`src/rtl/rhs_pkg.sv`:
```
package rhs_pkg;

  // Reduce a raw random draw to a slot position inside a window.
  function automatic int unsigned slot_wrap(input int unsigned raw, input int unsigned win);
    return raw % win;
  endfunction

  // Advance an index around a ring of the given length.
  function automatic int unsigned ring_next(input int unsigned idx, input int unsigned len);
    return (idx + 1 == len) ? 0 : idx + 1;
  endfunction

endpackage

```
`src/rtl/rhs_slot_picker.sv`:
```
module rhs_slot_picker #(
  parameter int WIN     = 72,
  parameter int SAMPLES = 3,
  parameter int SLOT_W  = 7
) (
  input  logic                        clk_i,
  input  logic                        rst_i,
  input  logic                        act_i,
  input  logic [SAMPLES*SLOT_W-1:0]   rnd_i,
  output logic                        regular_o,
  output logic                        extra_o,
  output logic                        win_end_o
);
  localparam int CW = (WIN > 1) ? $clog2(WIN) : 1;

  logic [CW-1:0]      cnt_q;
  logic [CW-1:0]      slot_q [SAMPLES];
  logic [SAMPLES-1:0] en_q;
  logic               taken_q;

  logic [CW-1:0]      slot_c [SAMPLES];
  logic [SAMPLES-1:0] en_c;
  logic               start_c, hit_c, taken_c;

  always_comb begin
    start_c = (cnt_q == '0);
    for (int k = 0; k < SAMPLES; k++) begin
      slot_c[k] = start_c
        ? CW'(rhs_pkg::slot_wrap(32'(rnd_i[k*SLOT_W +: SLOT_W]), WIN))
        : slot_q[k];
    end
    for (int k = 0; k < SAMPLES; k++) begin
      en_c[k] = start_c ? 1'b1 : en_q[k];
      for (int j = 0; j < SAMPLES; j++) begin
        if (start_c && (j < k) && (slot_c[j] == slot_c[k])) en_c[k] = 1'b0;
      end
    end
    hit_c = 1'b0;
    for (int k = 0; k < SAMPLES; k++) begin
      if (en_c[k] && (slot_c[k] == cnt_q)) hit_c = 1'b1;
    end
    taken_c = start_c ? 1'b0 : taken_q;
  end

  assign regular_o = act_i && hit_c && !taken_c;
  assign extra_o   = act_i && hit_c && taken_c;
  assign win_end_o = act_i && (cnt_q == CW'(WIN - 1));

  always_ff @(posedge clk_i) begin
    if (rst_i) begin
      cnt_q   <= '0;
      taken_q <= 1'b0;
      en_q    <= '0;
      for (int k = 0; k < SAMPLES; k++) slot_q[k] <= '0;
    end else if (act_i) begin
      cnt_q   <= win_end_o ? '0 : cnt_q + 1'b1;
      taken_q <= win_end_o ? 1'b0 : (taken_c | hit_c);
      if (start_c) begin
        en_q <= en_c;
        for (int k = 0; k < SAMPLES; k++) slot_q[k] <= slot_c[k];
      end
    end
  end
endmodule

```
`src/rtl/rhs_history.sv`:
```
module rhs_history #(
  parameter int ROW_W   = 16,
  parameter int GENS    = 4,
  parameter int PER_GEN = 2
) (
  input  logic             clk_i,
  input  logic             rst_i,
  input  logic [ROW_W-1:0] row_i,
  input  logic             wr_i,
  input  logic             drop_hits_i,
  input  logic             win_end_i,
  output logic             hit_o
);
  localparam int GW = (GENS > 1) ? $clog2(GENS) : 1;
  localparam int PW = (PER_GEN > 1) ? $clog2(PER_GEN) : 1;

  logic             vld_q [GENS][PER_GEN];
  logic [ROW_W-1:0] row_q [GENS][PER_GEN];
  logic [GW-1:0]    gen_q;
  logic [PW-1:0]    wp_q;
  logic [GW-1:0]    gen_nx;

  assign gen_nx = GW'(rhs_pkg::ring_next(32'(gen_q), GENS));

  always_comb begin
    hit_o = 1'b0;
    for (int g = 0; g < GENS; g++)
      for (int e = 0; e < PER_GEN; e++)
        if (vld_q[g][e] && (row_q[g][e] == row_i)) hit_o = 1'b1;
  end

  always_ff @(posedge clk_i) begin
    if (rst_i) begin
      gen_q <= '0;
      wp_q  <= '0;
      for (int g = 0; g < GENS; g++)
        for (int e = 0; e < PER_GEN; e++) vld_q[g][e] <= 1'b0;
    end else begin
      if (drop_hits_i) begin
        for (int g = 0; g < GENS; g++)
          for (int e = 0; e < PER_GEN; e++)
            if (vld_q[g][e] && (row_q[g][e] == row_i)) vld_q[g][e] <= 1'b0;
      end
      if (wr_i) begin
        vld_q[gen_q][wp_q] <= 1'b1;
        row_q[gen_q][wp_q] <= row_i;
        wp_q               <= wp_q + 1'b1;
      end
      if (win_end_i) begin
        gen_q <= gen_nx;
        wp_q  <= '0;
        for (int e = 0; e < PER_GEN; e++) vld_q[gen_nx][e] <= 1'b0;
      end
    end
  end
endmodule

```
`src/rtl/rhs_alert_fifo.sv`:
```
module rhs_alert_fifo #(
  parameter int ROW_W = 16,
  parameter int DEPTH = 4
) (
  input  logic             clk_i,
  input  logic             rst_i,
  input  logic             push_i,
  input  logic [ROW_W-1:0] row_i,
  input  logic             pop_i,
  output logic             vld_o,
  output logic [ROW_W-1:0] row_o,
  output logic             full_o
);
  localparam int AW = (DEPTH > 1) ? $clog2(DEPTH) : 1;
  localparam int NW = $clog2(DEPTH + 1);

  logic [ROW_W-1:0] mem_q [DEPTH];
  logic [AW-1:0]    wr_q, rd_q;
  logic [NW-1:0]    cnt_q;
  logic             do_push, do_pop;

  assign vld_o   = (cnt_q != '0);
  assign full_o  = (cnt_q == NW'(DEPTH));
  assign row_o   = mem_q[rd_q];
  assign do_push = push_i && !full_o;
  assign do_pop  = pop_i && vld_o;

  always_ff @(posedge clk_i) begin
    if (rst_i) begin
      wr_q  <= '0;
      rd_q  <= '0;
      cnt_q <= '0;
    end else begin
      if (do_push) begin
        mem_q[wr_q] <= row_i;
        wr_q        <= AW'(rhs_pkg::ring_next(32'(wr_q), DEPTH));
      end
      if (do_pop) rd_q <= AW'(rhs_pkg::ring_next(32'(rd_q), DEPTH));
      case ({do_push, do_pop})
        2'b10:   cnt_q <= cnt_q + 1'b1;
        2'b01:   cnt_q <= cnt_q - 1'b1;
        default: cnt_q <= cnt_q;
      endcase
    end
  end
endmodule

```
`src/rtl/rhs_sampler.sv`:
```
module rhs_sampler #(
  parameter int WIN     = 72,
  parameter int SAMPLES = 3,
  parameter int SLOT_W  = 7,
  parameter int ROW_W   = 16,
  parameter int LIFE    = 4,
  parameter int PEND    = 4
) (
  input  logic                      clk_i,
  input  logic                      rst_i,
  input  logic                      act_i,
  input  logic [ROW_W-1:0]          act_row_i,
  input  logic [SAMPLES*SLOT_W-1:0] rnd_i,
  input  logic                      alert_ack_i,
  output logic                      mit_valid_o,
  output logic [ROW_W-1:0]          mit_row_o,
  output logic                      alert_o,
  output logic [ROW_W-1:0]          alert_row_o
);
  localparam int PER_GEN = SAMPLES - 1;

  // Named internal events, observed by the bound checker.
  logic regular_w, extra_w, win_end_w;
  logic hit_w, push_w, hist_wr_w, full_w;

  rhs_slot_picker #(.WIN(WIN), .SAMPLES(SAMPLES), .SLOT_W(SLOT_W)) u_pick (
    .clk_i(clk_i), .rst_i(rst_i), .act_i(act_i), .rnd_i(rnd_i),
    .regular_o(regular_w), .extra_o(extra_w), .win_end_o(win_end_w)
  );

  assign push_w    = extra_w && hit_w && !full_w;
  assign hist_wr_w = extra_w && !hit_w;

  rhs_history #(.ROW_W(ROW_W), .GENS(LIFE), .PER_GEN(PER_GEN)) u_hist (
    .clk_i(clk_i), .rst_i(rst_i), .row_i(act_row_i),
    .wr_i(hist_wr_w), .drop_hits_i(push_w), .win_end_i(win_end_w),
    .hit_o(hit_w)
  );

  rhs_alert_fifo #(.ROW_W(ROW_W), .DEPTH(PEND)) u_pend (
    .clk_i(clk_i), .rst_i(rst_i), .push_i(push_w), .row_i(act_row_i),
    .pop_i(alert_ack_i), .vld_o(alert_o), .row_o(alert_row_o), .full_o(full_w)
  );

  always_ff @(posedge clk_i) begin
    if (rst_i) begin
      mit_valid_o <= 1'b0;
      mit_row_o   <= '0;
    end else begin
      mit_valid_o <= regular_w;
      if (regular_w) mit_row_o <= act_row_i;
    end
  end
endmodule

```
`config.mk`:
```
export PLATFORM = sky130hd
export DESIGN_NAME = rhs_sampler
export DESIGN_NICKNAME = d
export VERILOG_FILES = /design/src/rtl/rhs_pkg.sv /design/src/rtl/rhs_slot_picker.sv /design/src/rtl/rhs_history.sv /design/src/rtl/rhs_alert_fifo.sv /design/src/rtl/rhs_sampler.sv
export SDC_FILE = /design/constraint.sdc
export NUM_CORES = 1
export LEC_CHECK = 0
export ABC_AREA = 1
export BUFFER_PORTS_ARGS = -buffer_cell sky130_fd_sc_hd__buf_2
export CORE_ASPECT_RATIO = 1.25
export CORE_UTILIZATION = 45
export CTS_CLUSTER_SIZE = 25
export DETAILED_ROUTE_END_ITERATION = 6
export PLACE_DENSITY = 0.75
export SYNTH_ARGS = -nofsm -noshare
export SYNTH_HDL_FRONTEND = slang
export SYNTH_SLANG_ARGS = --single-unit
```
`constraint.sdc`:
```
create_clock -name clk_i -period 3.7 [get_ports clk_i]
set_input_delay 0.555 -clock clk_i [delete_from_list [all_inputs] [get_ports clk_i]]
set_output_delay 0.555 -clock clk_i [all_outputs]
set_load 0.03 [all_outputs]
```
==> results.md, run 1 <==
| Result | This run | Unit |
|:---|:---|:---|
| Status | completed | - |
| Number of setup violations in the final report | 0 | - |
| Mapped cell area | 0.0135 | sq mm |
| Final-stage net count | 1710 | - |
| Category of the worst setup path launch point | register | - |
| Largest net degree at the start of global routing | 45 | - |
| Final setup margin | 0.250 | ns |
| Die Span X | 157 | um |
| Number of buffers inserted by port buffering | 74 | - |
| Hold Buf Count CTS | 0 | - |
| Ratio of cells with drive above 1 in the final layout | 0.146 | - |
| Buffers from clock root to sink, at most | 3 | - |
| Die height | 196 | um |
| Number of sinks on the clock net | 261 | - |
| Die Area | 0.0308 | sq mm |
| Starting utilization of the core area | 0.460 | - |
| Vias per Instance | 5.39 | - |
| Part of the cycle the worst path needs | 0.932 | - |
| Cell area after placement | 0.0146 | sq mm |
| Top fanout value on the critical path | 44 | - |
| Routed wire length | 37400 | um |
| Wirelength per Cell | 18.1 | um |
| DP Worst Slack | 0.116 | ns |
| Top_reg_cell synth | sky130_fd_sc_hd__edfxtp_1 | - |
| Number of nets in the synthesized netlist | 1602 | - |
| Post-route design area | 0.0156 | sq mm |
| RSZ-0062 raised after global routing | no | - |
| Clock network latency to the later pin of the worst-skew pair | 0.57 | ns |
| Count of inserted antenna diode cells | 0 | - |
| VDD IR-drop max | 0.000346 | V |
| Achievable Freq | 290 | MHz |
| Syn avg cell area | 8.77 | sq um |
| Clock root buffer master | sky130_fd_sc_hd__clkbuf_16 | - |
| Via Count | 11100 | - |
| CP Data Arrival Time | 3.68 | ns |
| Actual transition at the worst max-transition pin | 0.950 | ns |
| Required time worst endpoint | 3.93 | ns |
| Synth async-reset ratio | 0 | - |
| Cell count after synthesis | 1542 | - |
| Count of maximum capacitance violations | 0 | - |
| YS warnings | 0 | - |
| Cell variety after synth | 48 | - |
| Share of the synthesized area in the top cell type | 0.473 | - |
| Drt pass-1 iters | 6 | - |
| Post-Route Setup TNS | 0 | ns |
| Power per Cell Area | 437 | mW/mm^2 |
| H-Tree Level Count | 1 | - |
| Shortest period the worst path allows | 3.45 | ns |
| Number of flops mapped to enable cells by yosys | 213 | - |
| Vias in the first global route | 10900 | - |
| Clock slew seen by the registers of the worst setup and hold paths | 0.06 | ns |
| Type of destination of the critical path | register | - |
| CORE AREA | 0.0294 | sq mm |
| Worst setup skew after layout | 0.0305 | ns |
| Cell type with the largest total area after synthesis | sky130_fd_sc_hd__edfxtp_1 | - |
| Cell row count | 70 | - |
| Total Power Consumption | 6.80 | mW |
| Initial DRC count | 1018 | - |
| Routed Antenna Nets | 0 | - |
| Slew margin rel. | 0.366 | - |
| Wire length of the first global-routing pass | 57600 | um |
| Synth-to-Final Area Change | 15.1 | % |
| HPWL after detailed placement | 25400 | um |
| Filler cell count in the final layout | 2723 | - |
| Clock tree from TritonCTS | done | - |
| GRT Util Overall | 0.244 | - |
| Gpl congestion | 0.934 | - |
| I/O pin count | 75 | - |
| Number of pins with negative max-slew slack in the final report | 0 | - |
| Flop and latch count out of synthesis | 261 | - |
| HP Class | in -> reg | - |
| Clock buffer count from CTS | 27 | - |
| Final hold viol count | 0 | - |
| Start-to-end type of the worst setup path | reg -> reg | - |
| DRC viols | 0 | - |
| Number of antenna violations at the first check in global routing | 1 | - |
| Grt ovf | 0 | - |
| Seq/Total Area, Yosys | 0.544 | - |
| Static Leak | 6.50 | nW |
| Synth area leaders | sky130_fd_sc_hd__edfxtp_1 (47%), sky130_fd_sc_hd__nand2_1 (9.8%), sky130_fd_sc_hd__dfxtp_1 (7.1%) | - |
-- layout by cell type, fill, tap and decap left out, types with 46 or more instances in the layout --
cell type and instances:
sky130_fd_sc_hd__a21oi_1 48, sky130_fd_sc_hd__buf_2 74, sky130_fd_sc_hd__buf_4 46, sky130_fd_sc_hd__dfxtp_1 48, sky130_fd_sc_hd__edfxtp_1 213, sky130_fd_sc_hd__inv_1 174, sky130_fd_sc_hd__nand2_1 350, sky130_fd_sc_hd__nand3_1 79
sky130_fd_sc_hd__nand4_1 54, sky130_fd_sc_hd__nor2_1 212, sky130_fd_sc_hd__o21ai_0 79
-- cell families (layout without fill, tap and decap cells) --
group,Yosys count,in the layout,synth area share
flops,261,261,0.544
buf+inv,229,357,0.0684
xor+xnor,46,46,0.0298
fa+ha+maj,19,19,0.0181
compound gates,178,178,0.0728
simple gates,809,810,0.267
-- through the flow --
stage / instances / utilization / hold WS (ns)
after floorplan: 1542 / - / 0.441
after global placement: 2013 / 0.496 / 0.449
after detailed placement: 2013 / 0.496 / 0.454
after CTS: 2063 / 0.527 / 0.265
after global routing: 2067 / 0.529 / 0.277
final: 2067 / 0.529 / 0.287
-- synthesized netlist by cell type (3+ instances only) --
cell type,n
sky130_fd_sc_hd__or2_2,40
sky130_fd_sc_hd__clkbuf_1,29
sky130_fd_sc_hd__nor2_8,3
sky130_fd_sc_hd__o22ai_1,33
sky130_fd_sc_hd__nor3_1,31
sky130_fd_sc_hd__nand3_1,79
sky130_fd_sc_hd__o21ai_0,79
sky130_fd_sc_hd__nand3b_1,7
sky130_fd_sc_hd__nor3b_1,3
sky130_fd_sc_hd__nand2_2,6
sky130_fd_sc_hd__nor4_1,10
sky130_fd_sc_hd__buf_6,5
sky130_fd_sc_hd__nand2_1,352
sky130_fd_sc_hd__buf_2,11
sky130_fd_sc_hd__a21oi_1,48
sky130_fd_sc_hd__xor2_1,24
sky130_fd_sc_hd__dfxtp_1,48
sky130_fd_sc_hd__o21ai_1,7
sky130_fd_sc_hd__nand4_1,54
sky130_fd_sc_hd__nor2_1,212
sky130_fd_sc_hd__ha_1,18
sky130_fd_sc_hd__inv_1,175
sky130_fd_sc_hd__xnor2_1,22
sky130_fd_sc_hd__clkinv_1,3
sky130_fd_sc_hd__edfxtp_1,213
-- power by group --
group          switching (mW)  total [mW]  internal [mW]
Combinational           0.522       0.755          0.234
Sequential             0.0192        3.23           3.21
Clock                    1.18        2.82           1.63
Total                    1.72        6.80           5.08
-- routing by layer --
metal	vias up	track usage	part of all wire
met4	2	0.115	0.040
met5	-	0	0.00024
met2	416	0.421	0.49
li1	5365	-	-
met3	105	0.0272	0.065
met1	5253	0.304	0.40
-- sequential cells by signal (all words and copies together), names as in the netlist, named ones only --
name,cells
mit_row_o,16
mit_valid_o,1
u_hist.gen_q,2
u_hist.row_q,128
u_hist.vld_q,8
u_hist.wp_q,1
u_pend.cnt_q,3
u_pend.mem_q,64
u_pend.rd_q,2
u_pend.wr_q,2
u_pick.cnt_q,7
u_pick.en_q,3
u_pick.slot_q,21
u_pick.taken_q,1
-- final timing paths --
| path | start | to | slack [ns] | cells past startpoint |
|---|---|---|---|---|
| setup / recovery | u_pick.cnt_q[1] | u_hist.row_q[1][6] | 0.25 | 20 |
| hold / removal | act_row_i[12] | u_hist.row_q[1][12] | 0.29 | 1 |
| setup reg to reg | u_pick.cnt_q[1] | u_hist.row_q[1][6] | 0.25 | 20 |
| hold reg to reg | mit_row_o[3] | mit_row_o[3] | 0.46 | 2 |
-- worst max-delay path, stage by stage, from the launching register on --
cell,delay (ns)
sky130_fd_sc_hd__dfxtp_1,0.37
sky130_fd_sc_hd__inv_2,0.10
sky130_fd_sc_hd__ha_2,0.21
sky130_fd_sc_hd__inv_2,0.05
sky130_fd_sc_hd__nor2_4,0.16
sky130_fd_sc_hd__nand3_4,0.09
sky130_fd_sc_hd__buf_12,0.19
sky130_fd_sc_hd__nor2_2,0.13
sky130_fd_sc_hd__a21oi_2,0.10
sky130_fd_sc_hd__nand2_1,0.12
sky130_fd_sc_hd__nand3_1,0.10
sky130_fd_sc_hd__nor2_1,0.17
sky130_fd_sc_hd__nand3_1,0.10
sky130_fd_sc_hd__nor2_1,0.12
sky130_fd_sc_hd__nand2_2,0.09
sky130_fd_sc_hd__nand2_2,0.11
sky130_fd_sc_hd__nand4_2,0.14
sky130_fd_sc_hd__nor2_2,0.20
sky130_fd_sc_hd__nand3_1,0.19
sky130_fd_sc_hd__inv_1,0.11
sky130_fd_sc_hd__buf_4,0.25
-- area by class of cell --
cell class	instances	area [sq um]	area share
Clock buffer	31	691	0.0444
Multi-Input combinational cell	1053	5270	0.339
Timing Repair Buffer	127	856	0.0550
Tap cell	396	495	0.0318
Sequential cell	261	7360	0.473
Inverter	180	676	0.0434
Clock inverter	19	215	0.0138
-- repair_timing --
action	4_1_cts	5_1_grt
gates resized for setup	0	7
buffers inserted	0	3
endpoints found under the setup margin	0	98
Note: power is estimated with default switching activity, not from simulation.
==> run 2, diff against run 1 <==
--- a/config.mk
+++ b/config.mk
@@ -7,7 +7,7 @@
 export LEC_CHECK = 0
 export ABC_AREA = 1
 export BUFFER_PORTS_ARGS = -buffer_cell sky130_fd_sc_hd__buf_2
-export CORE_ASPECT_RATIO = 1.25
+export CORE_MARGIN = 10
 export CORE_UTILIZATION = 45
 export CTS_CLUSTER_SIZE = 25
 export DETAILED_ROUTE_END_ITERATION = 6
==> results.md, run 2 (synthesis results as in run 1) <==
| Result | This run | Unit | Delta |
|:---|:---|:---|:---|
| Shortest period the worst path allows | 3.48 | ns | was 3.45 ns |
| Clock buffer count from CTS | 28 | - | was 27 |
| Ratio of cells with drive above 1 in the final layout | 0.147 | - | was 0.146 |
| Clock slew seen by the registers of the worst setup and hold paths | 0.07 | ns | was 0.06 ns |
| Die Area | 0.0374 | sq mm | was 0.0308 sq mm |
| Switching share of total power | 0.249 | - | was 0.253 |
| Actual transition at the worst max-transition pin | 0.929 | ns | was 0.950 ns |
| Power per Cell Area | 441 | mW/mm^2 | was 437 mW/mm^2 |
| Final hold viol count | 0 | - | unchanged |
| Die Span X | 193 | um | was 157 um |
| Cell row count | 63 | - | was 70 |
| Category of the worst setup path launch point | register | - | unchanged |
| Worst hold slack across all endpoints | 0.399 | ns | was 0.287 ns |
| Cell area after placement | 0.0146 | sq mm | about the same |
| Buffers from clock root to sink, at most | 3 | - | unchanged |
| Post-Route Setup TNS | 0 | ns | unchanged |
| VDD IR-drop max | 0.000384 | V | was 0.000346 V |
| Number of setup violations in the final report | 0 | - | unchanged |
| Sequential Power Share | 0.468 | - | was 0.475 |
| Vias per Instance | 5.44 | - | was 5.39 |
| Filler cell count in the final layout | 2687 | - | was 2723 |
| Grt ovf | 0 | - | unchanged |
| Part of the cycle the worst path needs | 0.942 | - | was 0.932 |
| Routed Antenna Nets | 0 | - | unchanged |
| Routed wire length | 37700 | um | was 37400 um |
| Share of total power in the clock network | 0.422 | - | was 0.414 |
| Largest net degree at the start of global routing | 34 | - | was 45 |
| Gate power share | 0.110 | - | was 0.111 |
| Sequential cell area | 0.00736 | sq mm | about the same |
| Top fanout value on the critical path | 22 | - | was 44 |
| Synth-to-Final Area Change | 15.7 | % | was 15.1% |
| Leading cell type in the layout, fill and taps excluded | sky130_fd_sc_hd__nand2_1 | - | unchanged |
| Count of maximum capacitance violations | 0 | - | unchanged |
| Final-stage net count | 1710 | - | unchanged |
| Slew margin rel. | 0.380 | - | was 0.366 |
| H-Tree Level Count | 1 | - | unchanged |
| Status | completed | - | unchanged |
| Met1 capacity usage during global routing | 0.246 | - | was 0.304 |
| Number of sinks on the clock net | 261 | - | unchanged |
| GRT met3 Usage | 0.0306 | - | was 0.0272 |
| Required time worst endpoint | 4.12 | ns | was 3.93 ns |
| Gpl congestion | 0.908 | - | was 0.934 |
| Registers with the most flip-flops | u_hist.row_q (128), u_pend.mem_q (64), u_pick.slot_q (21) | - | unchanged |
| Post-route design area | 0.0156 | sq mm | about the same |
| Drt pass-1 iters | 5 | - | was 6 |
| Gr busiest metal | met2 | - | unchanged |
| Starting utilization of the core area | 0.456 | - | was 0.460 |
| DRC viols | 0 | - | unchanged |
| Net switching power | 1.72 | mW | about the same |
| Largest register by flop count | u_hist.row_q | - | unchanged |
| Routing usage on met2 | 0.322 | - | was 0.421 |
| CP Data Arrival Time | 3.90 | ns | was 3.68 ns |
| CORE AREA | 0.0296 | sq mm | was 0.0294 sq mm |
| Total area of multi-input combinational cells | 0.00528 | sq mm | was 0.00527 sq mm |
| Number of buffers inserted by port buffering | 74 | - | unchanged |
| Number of antenna violations at the first check in global routing | 0 | - | was 1 |
| Type of destination of the critical path | register | - | unchanged |
| Clock tree from TritonCTS | done | - | unchanged |
| Commonest cells after routing, fill and taps aside | sky130_fd_sc_hd__nand2_1 (351), sky130_fd_sc_hd__edfxtp_1 (213), sky130_fd_sc_hd__nor2_1 (212) | - | was sky130_fd_sc_hd__nand2_1 (350), sky130_fd_sc_hd__edfxtp_1 (213), sky130_fd_sc_hd__nor2_1 (212) |
| I/O pin count | 75 | - | unchanged |
| Start-to-end type of the worst setup path | reg -> reg | - | unchanged |
| RSZ-0062 raised after global routing | no | - | unchanged |
| Die height | 193 | um | was 196 um |
| Hold Buf Count CTS | 0 | - | unchanged |
| Count of inserted antenna diode cells | 0 | - | unchanged |
| HP Class | in -> reg | - | unchanged |
| Static Leak | 6.53 | nW | was 6.50 nW |
| Achievable Freq | 287 | MHz | was 290 MHz |
| Number of flip-flops in the largest register | 128 | - | unchanged |
| Wirelength per Cell | 18.3 | um | was 18.1 um |
| HPWL after detailed placement | 25700 | um | was 25400 um |
| Vias in the first global route | 11000 | - | was 10900 |
| Clock root buffer master | sky130_fd_sc_hd__clkbuf_16 | - | unchanged |
| Initial DRC count | 952 | - | was 1018 |
| Via Count | 11200 | - | was 11100 |
| Clock network latency to the later pin of the worst-skew pair | 0.56 | ns | was 0.57 ns |
| GRT Util Overall | 0.192 | - | was 0.244 |
| Internal power summed over all cells | 5.18 | mW | was 5.08 mW |
| Worst setup skew after layout | 0.0261 | ns | was 0.0305 ns |
| Number of pins with negative max-slew slack in the final report | 0 | - | unchanged |
| Wire length of the first global-routing pass | 59000 | um | was 57600 um |
## run 2: power by group through the flow
stage | Sequential [mW] | Clock (mW) | Combinational (mW)
global placement | 3.29 | 0 | 0.731
finish | 3.23 | 2.91 | 0.761
detailed placement | 3.29 | 0 | 0.738
CTS | 3.23 | 2.95 | 0.743
floorplan | 3.30 | 0 | 0.461
global route | 3.23 | 3.06 | 0.844
## run 2: routing by layer
layer	share of wire	wire length [um]	up-vias
met4	0.035	1320	0
li1	-	-	5377
met3	0.082	3090	93
met5	0	0	-
met1	0.42	15700	5262
met2	0.47	17600	491
## run 2: cell type report
class / count / share of cell area
Clock inverter: 18 / 0.0130
Clock buffer: 34 / 0.0482
Multi-Input combinational cell: 1053 / 0.338
Sequential cell: 261 / 0.470
Inverter: 180 / 0.0432
Timing Repair Buffer: 126 / 0.0566
Tap cell: 390 / 0.0312
## run 2: worst paths after layout
check	start	end	slack, ns	depth (start not counted)
worst max register to register	u_pick.cnt_q[1]	u_pend.cnt_q[2]	0.22	24
worst min-delay path	act_row_i[2]	u_hist.row_q[2][18]	0.40	2
worst min register to register	mit_row_o[3]	mit_row_o[3]	0.46	2
worst max-delay path	u_pick.cnt_q[1]	u_pend.cnt_q[2]	0.22	24
## run 2: repair_timing
item                                    in CTS  in global routing
endpoints found under the hold margin        0                  0
gates resized for setup                      1                  9
gates cloned                                 0                  1
setup buffers                                0                  2
endpoints found under the setup margin       1                  2
pin swaps                                    1                  3
## run 2: through the flow
stage / util / std cells / power, mW / worst slack, ns
CTS: 0.526 / 2059 / 6.92 / 0.00814
global route: 0.528 / 2062 / 7.14 / 0.000990
global placement: 0.494 / 2007 / 4.02 / 0.225
finish: 0.528 / 2062 / 6.90 / 0.216
floorplan: - / 1542 / 3.76 / 0.286
detailed placement: 0.494 / 2007 / 4.03 / 0.132
## run 2: worst max-delay path: stages, from the launching register on
cell	delay (ns)
sky130_fd_sc_hd__dfxtp_2	0.35
sky130_fd_sc_hd__inv_1	0.08
sky130_fd_sc_hd__ha_2	0.21
sky130_fd_sc_hd__inv_2	0.05
sky130_fd_sc_hd__nor2_4	0.15
sky130_fd_sc_hd__nand3_4	0.11
sky130_fd_sc_hd__buf_12	0.17
sky130_fd_sc_hd__o21ai_1	0.28
sky130_fd_sc_hd__nand2_1	0.09
sky130_fd_sc_hd__nand2_1	0.08
sky130_fd_sc_hd__nand2_1	0.05
sky130_fd_sc_hd__nor2_1	0.13
sky130_fd_sc_hd__nand3_1	0.08
sky130_fd_sc_hd__nand2_1	0.09
sky130_fd_sc_hd__nand2_1	0.05
sky130_fd_sc_hd__nand2_1	0.13
sky130_fd_sc_hd__nand2_2	0.11
sky130_fd_sc_hd__nand4_2	0.10
sky130_fd_sc_hd__ha_1	0.14
sky130_fd_sc_hd__inv_1	0.07
sky130_fd_sc_hd__fa_2	0.35
sky130_fd_sc_hd__a21oi_1	0.15
sky130_fd_sc_hd__o21ai_1	0.11
sky130_fd_sc_hd__o21ai_1	0.17
sky130_fd_sc_hd__a21oi_1	0.06
==> run 3, diff against run 2 <==
--- a/config.mk
+++ b/config.mk
@@ -7,7 +7,6 @@
 export LEC_CHECK = 0
 export ABC_AREA = 1
 export BUFFER_PORTS_ARGS = -buffer_cell sky130_fd_sc_hd__buf_2
-export CORE_MARGIN = 10
 export CORE_UTILIZATION = 45
 export CTS_CLUSTER_SIZE = 25
 export DETAILED_ROUTE_END_ITERATION = 6
==> constraint.sdc (replaced) <==
create_clock -name clk_i -period 3.2 [get_ports clk_i]
set_input_delay 0.48 -clock clk_i [delete_from_list [all_inputs] [get_ports clk_i]]
set_output_delay 0.48 -clock clk_i [all_outputs]
set_load 0.03 [all_outputs]
==> results.md, run 3 (synthesis results as in run 1) <==
| Result | This run | Unit | Delta |
|:---|:---|:---|:---|
| Part of the cycle the worst path needs | 0.991 | - | was 0.942 |
| Launch point of the worst reg-to-reg path | u_pick.cnt_q[1] | - | unchanged |
| Number of antenna violations at the first check in global routing | 0 | - | unchanged |
| Number of buffers inserted by port buffering | 74 | - | unchanged |
| Cell row count | 63 | - | unchanged |
| Clock slew seen by the registers of the worst setup and hold paths | 0.07 | ns | about the same |
| Final hold viol count | 0 | - | unchanged |
| Type of destination of the critical path | register | - | unchanged |
| Shortest period the worst path allows | 3.17 | ns | was 3.48 ns |
| Count of inserted antenna diode cells | 0 | - | unchanged |
| Number of standard cells in the layout, taps in and fillers out | 2146 | - | was 2062 |
| Clock network latency to the later pin of the worst-skew pair | 0.56 | ns | about the same |
| Worst reg2reg endpoint | u_pend.mem_q[1][12] | - | was u_pend.cnt_q[2] |
| Status | finished, violations left | - | was completed |
| Via Count | 11600 | - | was 11200 |
| Start-to-end type of the worst setup path | reg -> reg | - | unchanged |
| Worst reg-to-reg setup slack | 0.03 | ns | was 0.22 ns |
| Final-stage net count | 1794 | - | was 1710 |
| I/O pin count | 75 | - | unchanged |
| Filler cell count in the final layout | 2611 | - | was 2687 |
| DP Worst Slack | -0.0926 | ns | was 0.132 ns |
| Wire length of the first global-routing pass | 58200 | um | was 59000 um |
| Total Power Consumption | 8.02 | mW | was 6.90 mW |
| Critical path origin | u_pick.cnt_q[1] | - | unchanged |
| Post-Route Setup TNS | 0 | ns | unchanged |
| Final setup margin | 0.0281 | ns | was 0.216 ns |
| VDD IR-drop max | 0.000404 | V | was 0.000384 V |
| CP Data Arrival Time | 3.44 | ns | was 3.90 ns |
| RSZ-0062 raised after global routing | yes | - | was no |
| Vias in the first global route | 10900 | - | was 11000 |
| Actual transition at the worst max-transition pin | 0.920 | ns | was 0.929 ns |
| Count of maximum capacitance violations | 0 | - | unchanged |
| Static Leak | 7.02 | nW | was 6.53 nW |
| Destination of the worst hold path | u_hist.row_q[2][1] | - | was u_hist.row_q[2][18] |
| Worst path bufs/invs | 8 | - | was 4 |
| Largest stage delay on the critical path | 0.32 | ns | was 0.35 ns |
| Hold Crit Depth | 1 | - | was 2 |
| Vias per Instance | 5.40 | - | was 5.44 |
| Required time worst endpoint | 3.47 | ns | was 4.12 ns |
| H-Tree Level Count | 1 | - | unchanged |
| Leading cell type in the layout, fill and taps excluded | sky130_fd_sc_hd__nand2_1 | - | unchanged |
| Die Area | 0.0308 | sq mm | was 0.0374 sq mm |
| Clock buffer count from CTS | 29 | - | was 28 |
| Initial DRC count | 1169 | - | was 952 |
| Wirelength per Cell | 17.9 | um | was 18.3 um |
| Largest register by flop count | u_hist.row_q | - | unchanged |
| HP Class | in -> reg | - | unchanged |
| Top Family by Delay on Critical Path | buffers and inverters | - | was simple AND/OR/NAND/NOR gates |
| Grt ovf | 0 | - | unchanged |
| HPWL after detailed placement | 26600 | um | was 25700 um |
| Number of pins with negative max-slew slack in the final report | 0 | - | unchanged |
| Slowest cell on crit path | sky130_fd_sc_hd__dfxtp_2 | - | unchanged |
| Die height | 175 | um | was 193 um |
| Drt pass-1 iters | 7 | - | was 5 |
| Worst Min Path Start | act_row_i[1] | - | was act_row_i[2] |
| Achievable Freq | 315 | MHz | was 287 MHz |
| Worst setup skew after layout | 0.0137 | ns | was 0.0261 ns |
| Number of flip-flops in the largest register | 128 | - | unchanged |
| Die Span X | 175 | um | was 193 um |
| Utilization of the core after routing | 0.566 | - | was 0.528 |
| Ratio of cells with drive above 1 in the final layout | 0.212 | - | was 0.147 |
| Number of sinks on the clock net | 261 | - | unchanged |
| Violations in the final reports | DRC | - |  |
| Starting utilization of the core area | 0.456 | - | unchanged |
| Number of cells after detailed placement | 2071 | - | was 2007 |
| DRC viols | 1 | - | was 0 |
| Commonest cells after routing, fill and taps aside | sky130_fd_sc_hd__nand2_1 (335), sky130_fd_sc_hd__edfxtp_1 (213), sky130_fd_sc_hd__nor2_1 (201) | - | was sky130_fd_sc_hd__nand2_1 (351), sky130_fd_sc_hd__edfxtp_1 (213), sky130_fd_sc_hd__nor2_1 (212) |
| Synth-to-Final Area Change | 24.1 | % | was 15.7% |
| Routed Antenna Nets | 0 | - | unchanged |
| Total area of multi-input combinational cells | 0.00550 | sq mm | was 0.00528 sq mm |
| Largest net degree at the start of global routing | 34 | - | unchanged |
| GRT Util Overall | 0.244 | - | was 0.192 |
| Gpl congestion | 0.929 | - | was 0.908 |
| Buffers from clock root to sink, at most | 3 | - | unchanged |
| Series of cell instances along the critical path | inv_2 -> ha_4 -> inv_2 -> nor2_4 -> nand3_4 -> buf_6 -> clkbuf_16 -> o21ai_4 -> buf_6 -> nand2_1 -> nand2_1 -> nor2_2 -> nand3_1 -> nand2_2 -> nand2_2 -> nand2_2 -> buf_4 -> a21oi_4 -> nand4_1 -> buf_6 -> nor2_4 -> clkbuf_16 | - | was inv_1 -> ha_2 -> inv_2 -> nor2_4 -> nand3_4 -> buf_12 -> o21ai_1 -> nand2_1 -> nand2_1 -> nand2_1 -> nor2_1 -> nand3_1 -> nand2_1 -> nand2_1 -> nand2_1 -> nand2_2 -> nand4_2 -> ha_1 -> inv_1 -> fa_2 -> a21oi_1 -> o21ai_1 -> o21ai_1 -> a21oi_1 |
| CORE AREA | 0.0296 | sq mm | unchanged |
| Category of the worst setup path launch point | register | - | unchanged |
| Number of setup violations in the final report | 0 | - | unchanged |
| Routed wire length | 38300 | um | was 37700 um |
| Top fanout value on the critical path | 8 | - | was 22 |
| Clock tree from TritonCTS | done | - | unchanged |
| Clock root buffer master | sky130_fd_sc_hd__clkbuf_16 | - | unchanged |
| Worst Reg-to-Reg Cells | 22 | - | was 24 |
| Sequential cell area | 0.00736 | sq mm | unchanged |
| Registers with the most flip-flops | u_hist.row_q (128), u_pend.mem_q (64), u_pick.slot_q (21) | - | unchanged |
| Slew margin rel. | 0.386 | - | was 0.380 |
| Power per Cell Area | 478 | mW/mm^2 | was 441 mW/mm^2 |
==> run 3: area by class of cell <==
cell class,count,area share
Clock buffer,30,0.0435
Inverter,180,0.0404
Sequential cell,261,0.438
Timing Repair Buffer,210,0.110
Tap cell,390,0.0291
Multi-Input combinational cell,1052,0.328
Clock inverter,23,0.0104
==> run 3: report_power, final <==
part           internal, mW  switching [mW]  total [mW]
clock                  1.81            1.37        3.19
sequential             3.71          0.0193        3.73
combinational         0.430           0.672        1.10
==> run 3: worst max path at each step <==
stage	to	slack, ns	cells past startpoint
after global placement	u_pend.cnt_q[2]	-0.04	19
after floorplan	u_pend.mem_q[0][0]	-0.14	19
after global routing	u_pend.mem_q[0][11]	-0.12	24
after detailed placement	u_pend.cnt_q[1]	-0.09	18
after CTS	u_pend.cnt_q[2]	0.02	24
final	u_pend.mem_q[1][12]	0.03	22
==> run 3: metal layers <==
| layer | part of all wire | up-vias | track usage |
|---|---|---|---|
| met5 | 0 | - | 0 |
| met2 | 0.47 | 488 | 0.405 |
| met4 | 0.028 | 0 | 0.0804 |
| li1 | - | 5558 | - |
| met3 | 0.073 | 85 | 0.0331 |
| met1 | 0.43 | 5464 | 0.329 |
==> run 3: timing repair <==
item / in CTS / in global routing
setup endpoints to repair: 1 / 194
resized for setup: 3 / 79
hold buffers: 0 / 0
setup buffers: 1 / 13
pin swaps: 1 / 13
cloned: 0 / 8
==> run 3: per-stage QoR <==
step	area (sq um)	hold slack (ns)
floorplan	13500	0.441
global placement	15300	0.449
detailed placement	15300	0.450
CTS	16200	0.205
global route	16800	0.220
finish	16800	0.220
